## src/rtl/dpt_pkg.sv

```systemverilog
// Package: register word indices and field positions of the scan timing
// generator, shared by the register file and the bench-facing documentation.
package dpt_pkg;

    localparam int REG_AW = 4;

    typedef enum logic [REG_AW-1:0] {
        RA_CTRL  = 4'd0,
        RA_HSIZE = 4'd1,
        RA_HSYNC = 4'd2,
        RA_VSIZE = 4'd3,
        RA_VSYNC = 4'd4,
        RA_FB0   = 4'd5,
        RA_FB1   = 4'd6,
        RA_SCAN  = 4'd7,
        RA_VBCNT = 4'd8
    } reg_addr_e;

    localparam int CTRL_FLIP_BIT = 7;
    localparam int CTRL_OE_BIT   = 8;
    localparam int CTRL_SEL_BIT  = 11;
    localparam int CTRL_RUNN_BIT = 20;
    localparam int SYNC_EN_BIT   = 30;
    localparam int SYNC_INV_BIT  = 31;
    localparam int HI_LSB        = 16;

endpackage

```

## src/rtl/dpt_regs.sv

```systemverilog
// Module: dpt_regs
// Holds the writable configuration words and decodes the CTRL side effects
// (flip trigger, soft reset). Returns read data combinationally.
// Assumes HW, VW <= 16 and AW, CW <= 32, so every field fits a 32-bit word.
module dpt_regs
    import dpt_pkg::*;
#(
    parameter int HW = 13,
    parameter int VW = 12,
    parameter int AW = 32,
    parameter int CW = 32
) (
    input  logic              clk,
    input  logic              rst_n,
    input  logic              reg_we,
    input  logic [REG_AW-1:0] reg_addr,
    input  logic [31:0]       reg_wdata,
    output logic [31:0]       reg_rdata,
    input  logic              live_sel,
    input  logic              flip_pend,
    input  logic [HW-1:0]     scan_x,
    input  logic [VW-1:0]     scan_y,
    input  logic [CW-1:0]     vblank_cnt,
    output logic              run,
    output logic              flip_wr,
    output logic              soft_rst,
    output logic [HW-1:0]     hact,
    output logic [HW-1:0]     htot,
    output logic [HW-1:0]     hs_start,
    output logic [HW-1:0]     hs_end,
    output logic              hs_en,
    output logic              hs_inv,
    output logic [VW-1:0]     vact,
    output logic [VW-1:0]     vtot,
    output logic [VW-1:0]     vs_start,
    output logic [VW-1:0]     vs_end,
    output logic              vs_en,
    output logic              vs_inv,
    output logic [AW-1:0]     fb0,
    output logic [AW-1:0]     fb1
);

    logic oe_q;
    logic runn_q;
    logic ctrl_wr;
    logic unused_wdata;

    assign unused_wdata = ^reg_wdata;
    assign ctrl_wr      = reg_we && (reg_addr == RA_CTRL);
    assign flip_wr      = ctrl_wr && reg_wdata[CTRL_FLIP_BIT];
    assign soft_rst     = ctrl_wr && runn_q && !reg_wdata[CTRL_RUNN_BIT];
    assign run          = oe_q && runn_q;

    // Capture register writes; run/reset bit comes out of reset set.
    always_ff @(posedge clk) begin
        if (!rst_n) begin
            oe_q     <= 1'b0;
            runn_q   <= 1'b1;
            hact     <= '0;
            htot     <= '0;
            hs_start <= '0;
            hs_end   <= '0;
            hs_en    <= 1'b0;
            hs_inv   <= 1'b0;
            vact     <= '0;
            vtot     <= '0;
            vs_start <= '0;
            vs_end   <= '0;
            vs_en    <= 1'b0;
            vs_inv   <= 1'b0;
            fb0      <= '0;
            fb1      <= '0;
        end else if (reg_we) begin
            case (reg_addr)
                RA_CTRL: begin
                    oe_q   <= reg_wdata[CTRL_OE_BIT];
                    runn_q <= reg_wdata[CTRL_RUNN_BIT];
                end
                RA_HSIZE: begin
                    hact <= reg_wdata[HW-1:0];
                    htot <= reg_wdata[HI_LSB +: HW];
                end
                RA_HSYNC: begin
                    hs_start <= reg_wdata[HW-1:0];
                    hs_end   <= reg_wdata[HI_LSB +: HW];
                    hs_en    <= reg_wdata[SYNC_EN_BIT];
                    hs_inv   <= reg_wdata[SYNC_INV_BIT];
                end
                RA_VSIZE: begin
                    vact <= reg_wdata[VW-1:0];
                    vtot <= reg_wdata[HI_LSB +: VW];
                end
                RA_VSYNC: begin
                    vs_start <= reg_wdata[VW-1:0];
                    vs_end   <= reg_wdata[HI_LSB +: VW];
                    vs_en    <= reg_wdata[SYNC_EN_BIT];
                    vs_inv   <= reg_wdata[SYNC_INV_BIT];
                end
                RA_FB0:  fb0 <= reg_wdata[AW-1:0];
                RA_FB1:  fb1 <= reg_wdata[AW-1:0];
                default: ;
            endcase
        end
    end

    // Read multiplexer over configuration and status words.
    always_comb begin
        reg_rdata = '0;
        case (reg_addr)
            RA_CTRL: begin
                reg_rdata[CTRL_FLIP_BIT] = flip_pend;
                reg_rdata[CTRL_OE_BIT]   = oe_q;
                reg_rdata[CTRL_SEL_BIT]  = live_sel;
                reg_rdata[CTRL_RUNN_BIT] = runn_q;
            end
            RA_HSIZE: begin
                reg_rdata[HW-1:0]       = hact;
                reg_rdata[HI_LSB +: HW] = htot;
            end
            RA_HSYNC: begin
                reg_rdata[HW-1:0]        = hs_start;
                reg_rdata[HI_LSB +: HW]  = hs_end;
                reg_rdata[SYNC_EN_BIT]   = hs_en;
                reg_rdata[SYNC_INV_BIT]  = hs_inv;
            end
            RA_VSIZE: begin
                reg_rdata[VW-1:0]       = vact;
                reg_rdata[HI_LSB +: VW] = vtot;
            end
            RA_VSYNC: begin
                reg_rdata[VW-1:0]        = vs_start;
                reg_rdata[HI_LSB +: VW]  = vs_end;
                reg_rdata[SYNC_EN_BIT]   = vs_en;
                reg_rdata[SYNC_INV_BIT]  = vs_inv;
            end
            RA_FB0:   reg_rdata[AW-1:0] = fb0;
            RA_FB1:   reg_rdata[AW-1:0] = fb1;
            RA_SCAN: begin
                reg_rdata[HI_LSB +: HW] = scan_x;
                reg_rdata[VW-1:0]       = scan_y;
            end
            RA_VBCNT: reg_rdata[CW-1:0] = vblank_cnt;
            default:  ;
        endcase
    end

endmodule

```

## src/rtl/dpt_scan.sv

```systemverilog
// Module: dpt_scan
// Raster position counters. X wraps at htot-1, and Y steps on each X wrap
// and wraps at vtot-1. Both are held at zero while not running or on a
// soft reset. Assumes totals are programmed before running is enabled.
module dpt_scan #(
    parameter int HW = 13,
    parameter int VW = 12
) (
    input  logic          clk,
    input  logic          rst_n,
    input  logic          run,
    input  logic          soft_rst,
    input  logic [HW-1:0] htot,
    input  logic [VW-1:0] vtot,
    output logic [HW-1:0] scan_x,
    output logic [VW-1:0] scan_y
);

    localparam logic [HW-1:0] HONE = HW'(1);
    localparam logic [VW-1:0] VONE = VW'(1);

    logic x_last;
    logic y_last;

    assign x_last = (scan_x >= htot - HONE);
    assign y_last = (scan_y >= vtot - VONE);

    // Advance the raster position one pixel per clock while running.
    always_ff @(posedge clk) begin
        if (!rst_n || soft_rst || !run) begin
            scan_x <= '0;
            scan_y <= '0;
        end else if (x_last) begin
            scan_x <= '0;
            scan_y <= y_last ? '0 : scan_y + VONE;
        end else begin
            scan_x <= scan_x + HONE;
        end
    end

endmodule

```

## src/rtl/dpt_sync_gen.sv

```systemverilog
// Module: dpt_sync_gen
// One axis of sync decode: a half-open [start, end) window, gated by enable
// and running, XORed with the polarity bit. Also flags the active region.
// Purely combinational; assumes the position input is registered upstream.
module dpt_sync_gen #(
    parameter int W = 13
) (
    input  logic [W-1:0] pos,
    input  logic [W-1:0] act,
    input  logic [W-1:0] win_start,
    input  logic [W-1:0] win_end,
    input  logic         en,
    input  logic         inv,
    input  logic         run,
    output logic         sync,
    output logic         in_act
);

    logic in_win;

    // Decode the sync window and the active region for this axis.
    always_comb begin
        in_win = (pos >= win_start) && (pos < win_end);
        sync   = inv ^ (run && en && in_win);
        in_act = (pos < act);
    end

endmodule

```

## src/rtl/dpt_flip.sv

```systemverilog
// Module: dpt_flip
// Double-buffered base selection. A trigger sets a pending flag, and the
// first vblank pixel with the flag set toggles the live selector and clears
// the flag. Also counts vblank starts. Assumes vbl_start is one cycle wide.
module dpt_flip #(
    parameter int AW = 32,
    parameter int CW = 32
) (
    input  logic          clk,
    input  logic          rst_n,
    input  logic          soft_rst,
    input  logic          flip_wr,
    input  logic          vbl_start,
    input  logic [AW-1:0] fb0,
    input  logic [AW-1:0] fb1,
    output logic          live_sel,
    output logic          flip_pend,
    output logic [AW-1:0] fb_base,
    output logic [CW-1:0] vblank_cnt
);

    // Hold the flip request and swap the selector at vblank start.
    always_ff @(posedge clk) begin
        if (!rst_n || soft_rst) begin
            live_sel  <= 1'b0;
            flip_pend <= 1'b0;
        end else begin
            if (vbl_start && flip_pend) begin
                live_sel <= ~live_sel;
            end
            flip_pend <= (flip_pend && !vbl_start) || flip_wr;
        end
    end

    // Count every vblank start.
    always_ff @(posedge clk) begin
        if (!rst_n || soft_rst) begin
            vblank_cnt <= '0;
        end else if (vbl_start) begin
            vblank_cnt <= vblank_cnt + CW'(1);
        end
    end

    assign fb_base = live_sel ? fb1 : fb0;

endmodule

```

## src/rtl/dpt_pipe.sv

```systemverilog
// Module: dpt_pipe (top)
// Display scan timing generator with a deferred framebuffer flip. Ties the
// register file, raster counters, per-axis sync decode and flip logic.
// Assumes a single pixel clock domain and a synchronous active-low reset.
module dpt_pipe
    import dpt_pkg::*;
#(
    parameter int HW = 13,
    parameter int VW = 12,
    parameter int AW = 32,
    parameter int CW = 32
) (
    input  logic              clk,
    input  logic              rst_n,
    input  logic              reg_we,
    input  logic [REG_AW-1:0] reg_addr,
    input  logic [31:0]       reg_wdata,
    output logic [31:0]       reg_rdata,
    output logic              hsync,
    output logic              vsync,
    output logic              de,
    output logic [HW-1:0]     scan_x,
    output logic [VW-1:0]     scan_y,
    output logic [AW-1:0]     fb_base,
    output logic [CW-1:0]     vblank_cnt
);

    logic          run, flip_wr, soft_rst, vbl_start;
    logic          live_sel, flip_pend;
    logic [HW-1:0] hact, htot, hs_start, hs_end;
    logic [VW-1:0] vact, vtot, vs_start, vs_end;
    logic          hs_en, hs_inv, vs_en, vs_inv;
    logic [AW-1:0] fb0, fb1;
    logic          h_act, v_act;

    dpt_regs #(.HW(HW), .VW(VW), .AW(AW), .CW(CW)) u_regs (
        .clk(clk), .rst_n(rst_n), .reg_we(reg_we), .reg_addr(reg_addr),
        .reg_wdata(reg_wdata), .reg_rdata(reg_rdata),
        .live_sel(live_sel), .flip_pend(flip_pend),
        .scan_x(scan_x), .scan_y(scan_y), .vblank_cnt(vblank_cnt),
        .run(run), .flip_wr(flip_wr), .soft_rst(soft_rst),
        .hact(hact), .htot(htot), .hs_start(hs_start), .hs_end(hs_end),
        .hs_en(hs_en), .hs_inv(hs_inv),
        .vact(vact), .vtot(vtot), .vs_start(vs_start), .vs_end(vs_end),
        .vs_en(vs_en), .vs_inv(vs_inv),
        .fb0(fb0), .fb1(fb1)
    );

    dpt_scan #(.HW(HW), .VW(VW)) u_scan (
        .clk(clk), .rst_n(rst_n), .run(run), .soft_rst(soft_rst),
        .htot(htot), .vtot(vtot), .scan_x(scan_x), .scan_y(scan_y)
    );

    dpt_sync_gen #(.W(HW)) u_hsync (
        .pos(scan_x), .act(hact), .win_start(hs_start), .win_end(hs_end),
        .en(hs_en), .inv(hs_inv), .run(run), .sync(hsync), .in_act(h_act)
    );

    dpt_sync_gen #(.W(VW)) u_vsync (
        .pos(scan_y), .act(vact), .win_start(vs_start), .win_end(vs_end),
        .en(vs_en), .inv(vs_inv), .run(run), .sync(vsync), .in_act(v_act)
    );

    // First pixel of vertical blanking, and the active-area enable.
    always_comb begin
        vbl_start = run && (scan_x == '0) && (scan_y == vact);
        de        = run && h_act && v_act;
    end

    dpt_flip #(.AW(AW), .CW(CW)) u_flip (
        .clk(clk), .rst_n(rst_n), .soft_rst(soft_rst), .flip_wr(flip_wr),
        .vbl_start(vbl_start), .fb0(fb0), .fb1(fb1),
        .live_sel(live_sel), .flip_pend(flip_pend),
        .fb_base(fb_base), .vblank_cnt(vblank_cnt)
    );

endmodule

```

## config.mk

```make
export PLATFORM = sky130hd
export DESIGN_NAME = dpt_pipe
export DESIGN_NICKNAME = d
export VERILOG_FILES = /design/src/rtl/dpt_pkg.sv /design/src/rtl/dpt_regs.sv /design/src/rtl/dpt_scan.sv /design/src/rtl/dpt_sync_gen.sv /design/src/rtl/dpt_flip.sv /design/src/rtl/dpt_pipe.sv
export SDC_FILE = /design/constraint.sdc
export NUM_CORES = 1
export LEC_CHECK = 0
export ABC_AREA = 1
export CORE_UTILIZATION = 40
export DETAILED_ROUTE_END_ITERATION = 8
export PLACE_DENSITY = 0.66
export SLEW_MARGIN = 15
export SYNTH_ARGS = -nofsm -noshare
export SYNTH_HDL_FRONTEND = slang
export SYNTH_SLANG_ARGS = --single-unit
```

## constraint.sdc

```tcl
create_clock -name clk -period 5.2 [get_ports clk]
set_input_delay 0.52 -clock clk [delete_from_list [all_inputs] [get_ports clk]]
set_output_delay 0.52 -clock clk [all_outputs]
set_load 0.02 [all_outputs]
```

==> metrics <==
Post-Route Setup TNS=0 ns; final WL=55740 um; Cells after Synth=2005; cts bufs inserted=27; DRT antenna net count=0; drt pass-1 iters=6; max_cap viols=0; Top Family by Delay on Critical Path=buffers and inverters; H-tree depth=1; initial antenna violation count=2; min Tclk post-route=4.137 ns; GRT overflow=0; Core Area=0.03362 sq mm; Worst path max stage delay=0.73 ns; worst rel slew slack=23.27%; Reg clk slew, reported paths=0.05 ns; Hold Path Depth=2; flops & latches, synth=229; CP Buf/Inv Count=4; CTS root buf=clkbuf_16; count of final max-slew check failures=0; I/O Pins=163; Clock Tree Buf Depth=3; RePlAce Congestion=0.9944; DP Area=0.01562 sq mm; Setup-failing EPs final=0; starting density of the core=40.71%; P&R area growth vs syn=20.40%; worst-path maximum fanout=18; Crit. End Element=primary output; synthesized area=0.01368 sq mm; Hold Path Sink=u_regs.fb1[20]$_SDFFE_PN0P_; worst ir drop on vdd=232.4 uV; Die Ht=187.0 um; Nets=2268; PortBufs=162; startpoint types=input pin; Least-Margin Pin Slew=1.147 ns; endpoints failing hold=0; Clock Latency Late Sink=0.55 ns; syn_area_per_cell=6.825 sq um; vias per inst=5.606; CP arrival=3.62 ns; layout cells sized above 1=4.666%; Clock Sinks=229; RSZ-0062 raised after global routing=no; die footprint=0.03495 sq mm; Yosys cell types=39; initial DRC count=1529; Filler Cell Count=3348; Peak Freq=241.7 MHz; Worst R2R Path Depth=16; largest net degree at the start of global routing=120; Die Wd=187.0 um; kind of critical path=input pin to primary output; Ys Warns=0; HPWL after detailed placement=41260 um; final hold slack=0.4709 ns; Resize count post-CTS=0; Crit Reg-Reg Startpoint=u_regs.htot[0]$_SDFFE_PN0P_; All-Layer GR Usage=31.13%; final worst-path cycle share=79.56%; vias in the first global route=13060; Util after Layout=49.01%; TritonCTS clock tree=done; sequence of cells on the critical path=clkdlybuf4s50_1, nor2_2, nand3_1, buf_4, clkinv_1, a221oi_1, nand3_1, clkdlybuf4s50_1; number of diodes=0; sequential share of the synthesized area=33.50%; syn_nets=2147; CP required=4.68 ns; slowest CP cell=clkinv_1; leakage power=6.392 nW; vias=14530; row count=67; status=finished, final reports clean; # Post-CTS Setup Buffers=0; HP Class=flop to flop; global-route wire length before repair=82440 um; Finished Cell Area=0.01648 sq mm; total power=4.072 mW; Setup Skew=0.01808 ns; drt drc=0; power per cell area=247.2 mW/mm^2; Hold Crit Start=u_regs.fb1[20]$_SDFFE_PN0P_; r2r endpoint=u_scan.scan_x[10]$_SDFF_PP0_; Reg2Reg Setup Slack=1.98 ns; CTS Hold Bufs=0; Routed WL per cell=21.51 um
final cells by class:
cell class / count / area (sq um) / share of cell area [%]
Sequential cell: 229 / 4586 / 27.83
Multi-Input combinational cell: 1411 / 7679 / 46.61
Clock inverter: 9 / 100.1 / 0.6075
Clock buffer: 37 / 753.2 / 4.572
Inverter: 276 / 1036 / 6.288
Timing Repair Buffer: 181 / 1762 / 10.69
Tap cell: 448 / 560.5 / 3.402
Yosys cell counts, drive strengths merged:
| library cell | count | area [sq um] |
|---|---|---|
| o22ai | 70 | 437.9 |
| o2111ai | 6 | 52.55 |
| o21a | 1 | 7.510 |
| o211ai | 11 | 82.58 |
| nand3 | 71 | 380.4 |
| and3 | 1 | 6.260 |
| a31oi | 1 | 6.260 |
| nor2 | 157 | 659.4 |
| xnor2 | 4 | 35.03 |
| nand4 | 17 | 112.6 |
| o21ai | 218 | 1091 |
| ha | 103 | 1289 |
| inv | 275 | 1032 |
| a21o | 1 | 7.510 |
| nand2 | 391 | 1485 |
| xor2 | 43 | 376.6 |
| clkinv | 1 | 3.750 |
| nand3b | 7 | 52.55 |
| clkbuf | 56 | 215.2 |
| dfxtp | 229 | 4584 |
| a211oi | 1 | 7.510 |
| buf | 33 | 177.7 |
| nor3b | 1 | 7.510 |
| nor4 | 2 | 12.51 |
| o221ai | 7 | 61.31 |
| a221oi | 1 | 8.760 |
| nor3 | 23 | 120.1 |
| a21oi | 274 | 1371 |
tightest hold or removal path, stage by stage, from the launching register on:
cell and delay, ns:
dfxtp_1 0.31, inv_1 0.06, a21oi_1 0.05
stage by stage:
step	setup slack [ns]	instances
global route	1.014	2591
floorplan	2.638	2005
CTS	1.140	2591
detailed placement	1.178	2545
finish	1.063	2591
global placement	1.179	2545
logic make-up (layout without fill, tap and decap cells):
family,Yosys count,count (layout),synth area share (%)
AND/OR/NAND/NOR,670,670,20.73
AO/OA/AOI/OAI,591,591,22.90
buffers and inverters,365,503,10.44
flip-flops,229,229,33.50
adder cells (fa/ha/maj),103,103,9.418
XOR/XNOR,47,47,3.008
worst max path at each step:
stage          cells past startpoint                            to  slack [ns]                   startpoint
2_1_floorplan                     15  u_scan.scan_x[11]$_SDFF_PP0_        2.64  u_regs.htot[0]$_SDFFE_PN0P_
3_3_place_gp                       8                 reg_rdata[11]        1.18                  reg_addr[2]
3_5_place_dp                       8                 reg_rdata[11]        1.18                  reg_addr[0]
4_1_cts                            8                 reg_rdata[11]        1.14                  reg_addr[0]
5_1_grt                            8                 reg_rdata[11]        1.01                  reg_addr[0]
6_report                           8                 reg_rdata[11]        1.06                  reg_addr[0]
where the power goes:
group	switching [mW]	internal, mW	leakage, nW
combinational	0.257	0.124	4.12
clock	0.792	1.10	0.417
sequential	0.0130	1.78	1.85
total	1.06	3.01	6.39
state kept, by name, indices dropped and copies added (netlist names), 13 cells and up:
name,count
u_flip.vblank_cnt,32
u_regs.hact,13
u_regs.htot,13
u_regs.fb1,32
u_regs.hs_start,13
u_regs.fb0,32
u_regs.hs_end,13
u_scan.scan_x,13
cell usage in the layout, fill, tap and decap left out, types with 27 or more instances in the layout:
cell,Yosys,final
clkdlybuf4s50_1,0,161
xor2_1,43,43
inv_1,264,264
nor2_1,143,143
a21oi_1,274,274
clkbuf_16,0,27
nand2_1,386,385
o21ai_0,209,209
o22ai_1,70,70
nand3_1,66,65
ha_1,103,103
dfxtp_1,229,228
routing by layer:
layer / vias to the layer above / part of all wire (%) / wire (um) / GRT usage (%)
li1: 6909 / - / - / -
met1: 6710 / 42 / 23340 / 41.84
met2: 780 / 44 / 24480 / 49.67
met3: 124 / 10 / 5595 / 5.009
met4: 2 / 4.1 / 2313 / 12.42
met5: - / 0.023 / 13 / 0
No activity file was read; power rests on OpenSTA's default activity.
